===== config.mk =====
export PLATFORM = sky130hd
export DESIGN_NAME = bus_term_ctrl
export DESIGN_NICKNAME = d
export VERILOG_FILES = /design/src/rtl/bt_pkg.sv /design/src/rtl/bt_seq.sv /design/src/rtl/bt_term.sv /design/src/rtl/bt_drv.sv /design/src/rtl/bus_term_ctrl.sv
export SDC_FILE = /design/constraint.sdc
export NUM_CORES = 1
export LEC_CHECK = 0
export ABC_CLOCK_PERIOD_IN_PS = 4500
export BUFFER_PORTS_ARGS = -buffer_cell sky130_fd_sc_hd__buf_2
export CORE_ASPECT_RATIO = 0.75
export CORE_MARGIN = 2
export CORE_UTILIZATION = 45
export CTS_CLUSTER_DIAMETER = 50
export CTS_CLUSTER_SIZE = 24
export DETAILED_ROUTE_END_ITERATION = 10
export PLACE_DENSITY = 0.71
export SYNTH_ARGS = -nofsm -noshare
export SYNTH_HDL_FRONTEND = slang
export SYNTH_SLANG_ARGS = --single-unit

===== constraint.sdc =====
create_clock -name clk_i -period 4.5 [get_ports clk_i]
set_input_delay 0.45 -clock clk_i [delete_from_list [all_inputs] [get_ports clk_i]]
set_output_delay 0.45 -clock clk_i [all_outputs]
set_load 0.005 [all_outputs]

===== src/rtl/bt_pkg.sv =====
package bt_pkg;
  typedef enum logic [1:0] {
    MODE_WAIT  = 2'b00,
    MODE_EXT   = 2'b01,
    MODE_PROG  = 2'b10,
    MODE_PROG2 = 2'b11
  } mode_e;

  typedef struct packed {
    mode_e mode;
    logic  master;
    logic  hit;
  } cfg_t;
endpackage


===== src/rtl/bt_seq.sv =====
module bt_seq
  import bt_pkg::*;
#(
  parameter int CNT_W  = 8,
  parameter int WAIT_W = 4,
  parameter int TMO_W  = 8
) (
  input  logic              clk_i,
  input  logic              rst_ni,
  input  logic              start_i,
  input  logic              master_i,
  input  logic              hit_i,
  input  logic [1:0]        mode_i,
  input  logic [WAIT_W-1:0] wait_n_i,
  input  logic [TMO_W-1:0]  tmo_i,
  input  logic              done_i,
  output logic              act_o,
  output logic [CNT_W-1:0]  cnt_o,
  output cfg_t              cfg_o,
  output logic [WAIT_W-1:0] wait_q_o,
  output logic [TMO_W-1:0]  tmo_q_o
);
  always_ff @(posedge clk_i or negedge rst_ni) begin
    if (!rst_ni) begin
      act_o    <= 1'b0;
      cnt_o    <= '0;
      cfg_o    <= '{mode: MODE_WAIT, master: 1'b0, hit: 1'b0};
      wait_q_o <= '0;
      tmo_q_o  <= '0;
    end else if (!act_o) begin
      if (start_i) begin
        act_o       <= 1'b1;
        cnt_o       <= '0;
        cfg_o.mode   <= mode_e'(mode_i);
        cfg_o.master <= master_i;
        cfg_o.hit    <= hit_i;
        wait_q_o    <= wait_n_i;
        tmo_q_o     <= tmo_i;
      end
    end else if (done_i) begin
      act_o <= 1'b0;
    end else begin
      cnt_o <= cnt_o + CNT_W'(1);
    end
  end
endmodule


===== src/rtl/bt_term.sv =====
module bt_term
  import bt_pkg::*;
#(
  parameter int CNT_W  = 8,
  parameter int WAIT_W = 4,
  parameter int TMO_W  = 8
) (
  input  logic              act_i,
  input  logic [CNT_W-1:0]  cnt_i,
  input  cfg_t              cfg_i,
  input  logic [WAIT_W-1:0] wait_q_i,
  input  logic [TMO_W-1:0]  tmo_q_i,
  input  logic              ext_ack_i,
  output logic              done_o,
  output logic              err_o,
  output logic              int_ack_o,
  output logic              pre_ack_o
);
  logic [CNT_W-1:0] n_ext;
  logic [CNT_W-1:0] t_ext;
  logic             at_n, at_pre, at_tmo, ext;

  assign n_ext  = CNT_W'(wait_q_i);
  assign t_ext  = CNT_W'(tmo_q_i);
  assign ext    = act_i && ext_ack_i;
  assign at_n   = act_i && (cnt_i == n_ext);
  assign at_pre = act_i && (n_ext != '0) && (cnt_i == n_ext - CNT_W'(1));
  assign at_tmo = act_i && (cnt_i == t_ext);

  always_comb begin
    done_o    = 1'b0;
    err_o     = 1'b0;
    int_ack_o = 1'b0;
    pre_ack_o = 1'b0;
    unique case (cfg_i.mode)
      MODE_WAIT: begin
        int_ack_o = at_n;
        pre_ack_o = at_pre;
        done_o    = at_n || ext;
      end
      MODE_EXT: begin
        done_o = ext || at_tmo;
        err_o  = at_tmo && !ext;
      end
      default: begin
        int_ack_o = at_n;
        done_o    = at_n || ext;
      end
    endcase
  end
endmodule


===== src/rtl/bt_drv.sv =====
module bt_drv
  import bt_pkg::*;
#(
  parameter int CNT_W = 8
) (
  input  logic             act_i,
  input  logic [CNT_W-1:0] cnt_i,
  input  cfg_t             cfg_i,
  input  logic             int_ack_i,
  input  logic             pre_ack_i,
  output logic             start_oe_o,
  output logic             start_lvl_o,
  output logic             busy_oe_o,
  output logic             busy_lvl_o,
  output logic             inh_oe_o,
  output logic             inh_lvl_o,
  output logic             ack_oe_o,
  output logic             ack_lvl_o
);
  assign start_oe_o  = act_i && cfg_i.master;
  assign start_lvl_o = !(act_i && (cnt_i == '0));
  assign busy_oe_o   = act_i && cfg_i.master;
  assign busy_lvl_o  = !act_i;
  assign inh_oe_o    = act_i && cfg_i.hit;
  assign inh_lvl_o   = 1'b1;
  assign ack_lvl_o   = !int_ack_i;

  always_comb begin
    unique case (cfg_i.mode)
      MODE_WAIT: ack_oe_o = int_ack_i || pre_ack_i;
      MODE_EXT:  ack_oe_o = 1'b0;
      default:   ack_oe_o = act_i;
    endcase
  end
endmodule


===== src/rtl/bus_term_ctrl.sv =====
module bus_term_ctrl
  import bt_pkg::*;
#(
  parameter int WAIT_W = 4,
  parameter int TMO_W  = 8,
  localparam int CNT_W = (WAIT_W > TMO_W) ? WAIT_W : TMO_W
) (
  input  logic              clk_i,
  input  logic              rst_ni,
  input  logic              start_i,
  input  logic              master_i,
  input  logic              hit_i,
  input  logic [1:0]        mode_i,
  input  logic [WAIT_W-1:0] wait_n_i,
  input  logic [TMO_W-1:0]  tmo_i,
  input  logic              ext_ack_i,
  output logic              start_oe_o,
  output logic              start_lvl_o,
  output logic              busy_oe_o,
  output logic              busy_lvl_o,
  output logic              inh_oe_o,
  output logic              inh_lvl_o,
  output logic              ack_oe_o,
  output logic              ack_lvl_o,
  output logic              done_o,
  output logic              err_o
);
  logic              act;
  logic [CNT_W-1:0]  cnt;
  cfg_t              cfg;
  logic [WAIT_W-1:0] wait_q;
  logic [TMO_W-1:0]  tmo_q;
  logic              int_ack, pre_ack;

  bt_seq #(.CNT_W(CNT_W), .WAIT_W(WAIT_W), .TMO_W(TMO_W)) u_seq (
    .clk_i, .rst_ni, .start_i, .master_i, .hit_i, .mode_i, .wait_n_i, .tmo_i,
    .done_i(done_o), .act_o(act), .cnt_o(cnt), .cfg_o(cfg),
    .wait_q_o(wait_q), .tmo_q_o(tmo_q)
  );

  bt_term #(.CNT_W(CNT_W), .WAIT_W(WAIT_W), .TMO_W(TMO_W)) u_term (
    .act_i(act), .cnt_i(cnt), .cfg_i(cfg), .wait_q_i(wait_q), .tmo_q_i(tmo_q),
    .ext_ack_i, .done_o, .err_o, .int_ack_o(int_ack), .pre_ack_o(pre_ack)
  );

  bt_drv #(.CNT_W(CNT_W)) u_drv (
    .act_i(act), .cnt_i(cnt), .cfg_i(cfg), .int_ack_i(int_ack),
    .pre_ack_i(pre_ack), .start_oe_o, .start_lvl_o, .busy_oe_o, .busy_lvl_o,
    .inh_oe_o, .inh_lvl_o, .ack_oe_o, .ack_lvl_o
  );
endmodule


### Yosys cells after proc, flatten, opt, wreduce, memory -nomap -nowiden

Cells that the tools add are included.

* add/subtract/negate cells: 2
* eq/ne operators: 5
* multiplexer cells: 11
* bitwise operators: 1
* reductions and logical operators: 22

Operator list (count)
* 8-bit two-way mux: 3
* 8-bit equality test: 2
* 1-bit logical AND: 9
* 8-bit by 1-bit adder with 8-bit output, second input constant: 1
* 8-bit by 4-bit equality test with 1-bit output: 1
* 8-bit zero test: 1
* 8-bit nonzero test: 1
* 1-bit two-way mux: 7
* 4-bit by 1-bit subtractor with 5-bit output, second input constant: 1
* 1-bit zero test: 4
* 2-bit AND reduction: 2
* 1-bit logical OR: 3
* 2-bit by 1-bit equality test with 1-bit output, second input constant: 1
* 2-bit zero test: 1
* 2-bit != test, second input constant: 1
* 1-bit one-hot mux with 2 select lines: 1
* 2-bit nonzero test: 1
* 1-bit NOT: 1

* bits in registers: 25
* input port bits: 20
* word-level logic and storage cells: 48

### Depth between registers and ports, before layout

* word-level depth: 6
* depth in mapped cells: 7
* mapped depth without buffers: 7

### Hierarchy

From an unflattened synthesis, not the netlist that was laid out.

* cells, all modules: 174
* area total of the unflattened synthesis: 1485.2 um^2

Modules (own cells, without submodules)
* bt_seq: instances 1, cells each 112, area each 1059.8 um^2, seq. area each 625.6 um^2
* bt_term: instances 1, cells each 48, area each 351.6 um^2, seq. area each 0.0 um^2
* bt_drv: instances 1, cells each 14, area each 73.8 um^2, seq. area each 0.0 um^2

### Least setup slack after synthesis

Ideal clock, no wire load.

* kind: register -> output
* from: register u_seq.wait_q_o[2]
* to: output port ack_oe_o
* arrival: 1598 ps
* required time: 4050 ps
* path slack: 2452 ps
* stages on the path, launching flop included: 6
* cells stage by stage: dfrtp_1 -> or4b_1 -> a221oi_1 -> a211o_1 -> a31oi_1 -> o31ai_1

* longest elaborated chain between the ends: 6
* elaborated cells between the ends (all ways): 11
* classes of those cells: add/sub (1); eq/ne (2); mux (3); reduce/logical (5)

RTL lines
* from (decl): RTL line bt_seq.sv:20 `output logic [WAIT_W-1:0] wait_q_o,`
* from (signal assigned): RTL line bt_seq.sv:37 `wait_q_o <= wait_n_i;`
* 4-bit by 1-bit subtractor with 5-bit output / 8-bit nonzero test (equally long branches): RTL line bt_term.sv:27 `assign at_pre = act_i && (n_ext != '0) && (cnt_i == n_ext - CNT_W'(1));`
* 8-bit equality test / 1-bit logical AND (equally long branches): RTL line bt_term.sv:27
* 1-bit logical AND: RTL line bt_term.sv:27
* 1-bit two-way mux: RTL line bt_term.sv:35 `unique case (cfg_i.mode)`
* 1-bit logical OR *: RTL line bt_drv.sv:30 `MODE_WAIT: ack_oe_o = int_ack_i || pre_ack_i;`
* 1-bit one-hot mux with 2 select lines *: RTL line bt_drv.sv:29 `unique case (cfg_i.mode)`
* to (decl): RTL line bus_term_ctrl.sv:23 `output logic ack_oe_o,`

Mark *: on every way between the ends. The rest lies on a longest branch, timed or not.

### Worst setup path after layout

* from: register u_seq.cnt_o[3]
* to: output port ack_oe_o

* longest elaborated chain between the ends: 5
* elaborated cells between the ends (all ways): 8
* classes of those cells: eq/ne (2); mux (3); reduce/logical (3)

RTL lines
* from (decl): RTL line bt_seq.sv:18 `output logic [CNT_W-1:0] cnt_o,`
* from (signal assigned): RTL line bt_seq.sv:43 `cnt_o <= cnt_o + CNT_W'(1);`
* 8-bit by 4-bit equality test with 1-bit output / 8-bit equality test (equally long branches): RTL line bt_term.sv:26, bt_term.sv:27
* 1-bit logical AND, on equally long branches: RTL line bt_term.sv:26, bt_term.sv:27
* 1-bit two-way mux: RTL line bt_term.sv:35
* 1-bit logical OR *: RTL line bt_drv.sv:30
* 1-bit one-hot mux with 2 select lines *: RTL line bt_drv.sv:29

Marked as above.

==> flow_metrics.py <==
metrics = {
    "grt": {
        "grt_max_degree": 26,
        "grt_usage_pct": 18.9,
        "antenna_found_initial": 0,
        "grt_pass1_wl_microns": 5890,
        "grt_overflow": 0,
        "grt_pass1_vias": 1221,
    },
    "synth": {
        "yosysWarnings": 0,
        "yosys.area.top_type": "dfrtp_1",
        "syn_area_per_cell_sq_um": 10.0,
        "synth_top_area_share_pct": 39.4,
        "synth_edf_count": 0,
        "synth_flop_cell": "dfrtp_1",
        "syn_area_sq_um": 1590,
        "synth_area_leaders": "dfrtp_1 39%, mux2_2 9.9%, xor2_1 6.1%",
        "synthArstFlopShare_pct": 100,
        "synthesis.nets": 182,
        "syn_inst": 158,
        "yosys.area_share.simple_pct": 19.9,
        "synth_cell_types": 45,
        "synth_mux_area_share_pct": 9.93,
        "ys_ff_latch": 25,
        "synth_fa_ha_area_share_pct": 3.15,
        "yosysSeqAreaShare_pct": 39.4,
        "synth_compound_area_share_pct": 11.8,
        "synth_top_family_by_area": "simple AND/OR/NAND/NOR gates",
        "synthXorXnorAreaFrac_pct": 8.27,
    },
    "layout": {
        "finalNonFillerCells": 218,
        "design_area_sq_um": 1750,
        "final_common_cell": "buf_2",
        "area_growth_pct": 10.2,
        "drive_gt1_share_pct": 32.6,
        "mostFrequentLayoutCells": "28 x buf_2, 25 x dfrtp_1, 14 x nand2_1, 14 x mux2_2, 11 x xor2_1",
        "final_util_pct": 52.5,
        "diodes": 0,
        "nets": 203,
        "fillCellCount": 318,
    },
    "clock_tree": {
        "cts_tree": "done",
        "h-tree-depth": 1,
        "clk_latency_ps": 280,
        "cts-root-buf": "clkbuf_8",
        "hold_buffers": 0,
        "clk_pin_slew_ps": 100,
        "max-clock-path-buffers": 2,
        "ctsResizeCount": 0,
        "cts_made_buffers": 3,
        "post_cts_buffers": 0,
        "cts.sinks": 25,
    },
    "critical_path": {
        "crit_required_ps": 4050,
        "path_class": "reg2out",
        "path_cells": "or4b_1 -> a221oi_1 -> a211o_1 -> a31oi_1 -> o31ai_1 -> buf_2",
        "cpPeakStageDelay_ps": 600,
        "crit_slowest_cell": "dfrtp_1",
        "start_kind": "register",
        "crit_fanout": 12,
        "endpoint_kind": "output port",
        "critPathArrivalTime_ps": 2190,
    },
    "sta": {
        "timing.hold.ws_ps": 151,
        "slew_headroom_pct": 54.0,
        "hold_viol": 0,
        "period_minus_slack_ps": 2640,
        "grt_setup_unrepaired": "false",
        "fmax_ghz": 0.379,
        "fin_crit_sh_pct": 58.6,
        "setup_tns_ps": 0,
        "setup_viol": 0,
        "finalMaxSlewViolations": 0,
        "final.setup.worst_slack_ps": 1860,
        "finClkSkew_ps": 2.50,
        "tightest_slew_ps": 690,
    },
    "floorplan": {
        "die_y_microns": 55.4,
        "start_util_pct": 47.6,
        "io_pins": 30,
        "core_sq_um": 3330,
        "dieArea_sq_um": 4020,
        "num_rows": 18,
        "die_w_microns": 72.6,
    },
    "placement": {
        "place_area_sq_um": 1700,
        "gp_congestion": 0.819,
        "post-place-ws_ps": 2200,
        "dp_cells": 214,
        "dp_hpwl_microns": 2450,
        "io_buffers": 28,
    },
    "route": {
        "vias": 1244,
        "wl_per_cell_microns": 15.4,
        "dr.pass1.iters": 4,
        "postRouteAntennaNets": 0,
        "drc": 0,
        "drt_first_iter_violations": 56,
        "vias_per_cell": 5.71,
        "wl_microns": 3350,
    },
    "power_and_ir_drop": {
        "p_leak_nw": 0.828,
        "vdd_drop_max_mv": 0.303,
        "finalPower_mw": 1.08,
        "power_density_nw_per_um2": 620,
    },
    "job": {
        "drv_cap": 0,
    },
    "outcome": {
        "status": "complete, no violations",
    },
    "worst_hold_path": {
        "hold_path_class": "in2async",
    },
}
## Yosys cell counts, drive strengths merged (2+ instances only)
| cell type | instances |
|---|---|
| nand2 | 14 |
| inv | 8 |
| ha | 4 |
| mux2 | 14 |
| o21ai | 4 |
| a21o | 2 |
| xor2 | 11 |
| and2 | 2 |
| nor4 | 2 |
| xnor2 | 4 |
| nor2 | 8 |
| buf | 11 |
| clkbuf | 2 |
| and3 | 6 |
| nand3 | 7 |
| a31oi | 2 |
| nor3 | 2 |
| a211o | 3 |
| nand4 | 6 |
| dfrtp | 25 |
| a21oi | 4 |
| a31o | 2 |
## worst max-delay path, delay by kind of cell, from the launching register on
family,cells,cell delay (ps)
compound gates,4,690
flops,1,600
buf+inv,1,140
simple gates,1,480
## path summary, 6_finish.rpt
path                           startpoint          endpoint  slack (ps)  cells after the start
setup reg to reg              u_seq.act_o    u_seq.cnt_o[0]        2210                      5
hold reg to reg            u_seq.cfg_o[1]    u_seq.cfg_o[1]         510                      1
min in group clk_i              mode_i[1]    u_seq.cfg_o[3]         370                      3
setup / recovery           u_seq.cnt_o[3]          ack_oe_o        1860                      6
max in group asynchronous          rst_ni    u_seq.cfg_o[2]        3970                      1
hold / removal                     rst_ni  u_seq.tmo_q_o[6]         150                      1
## power by group
part / internal [mW] / switching [mW]
Sequential: 0.316 / 0.136
Clock: 0.0651 / 0.0821
Combinational: 0.258 / 0.227
Total: 0.639 / 0.445
## layout make-up
cell class	instances	area, sq um	area share, %
Clock buffer	3	41.3	2.36
Clock inverter	1	8.76	0.501
Inverter	8	30.0	1.72
Multi-Input combinational cell	112	846	48.4
Sequential cell	25	626	35.8
Tap cell	40	50.0	2.86
Timing Repair Buffer	29	148	8.44
## layer usage
metal	wire length, microns	track usage [%]
met1	1590	26.8
met2	1590	27.8
met3	132	5.29
met4	40	5.82
met5	0	0
## logic make-up after synthesis
| group | after synthesis |
|---|---|
| AO/OA/AOI/OAI | 24 |
| flip-flops | 25 |
| adder cells (fa/ha/maj) | 4 |
| AND/OR/NAND/NOR | 54 |
| XOR/XNOR | 15 |
| other | 1 |
| multiplexers | 14 |
| buffers and inverters | 21 |
## flip-flops by register name, summed over array words and instances, names as in the netlist
name,cells
u_seq.act_o,1
u_seq.cfg_o,4
u_seq.cnt_o,8
u_seq.tmo_q_o,8
u_seq.wait_q_o,4
Note: power is estimated with default switching activity, not from simulation.
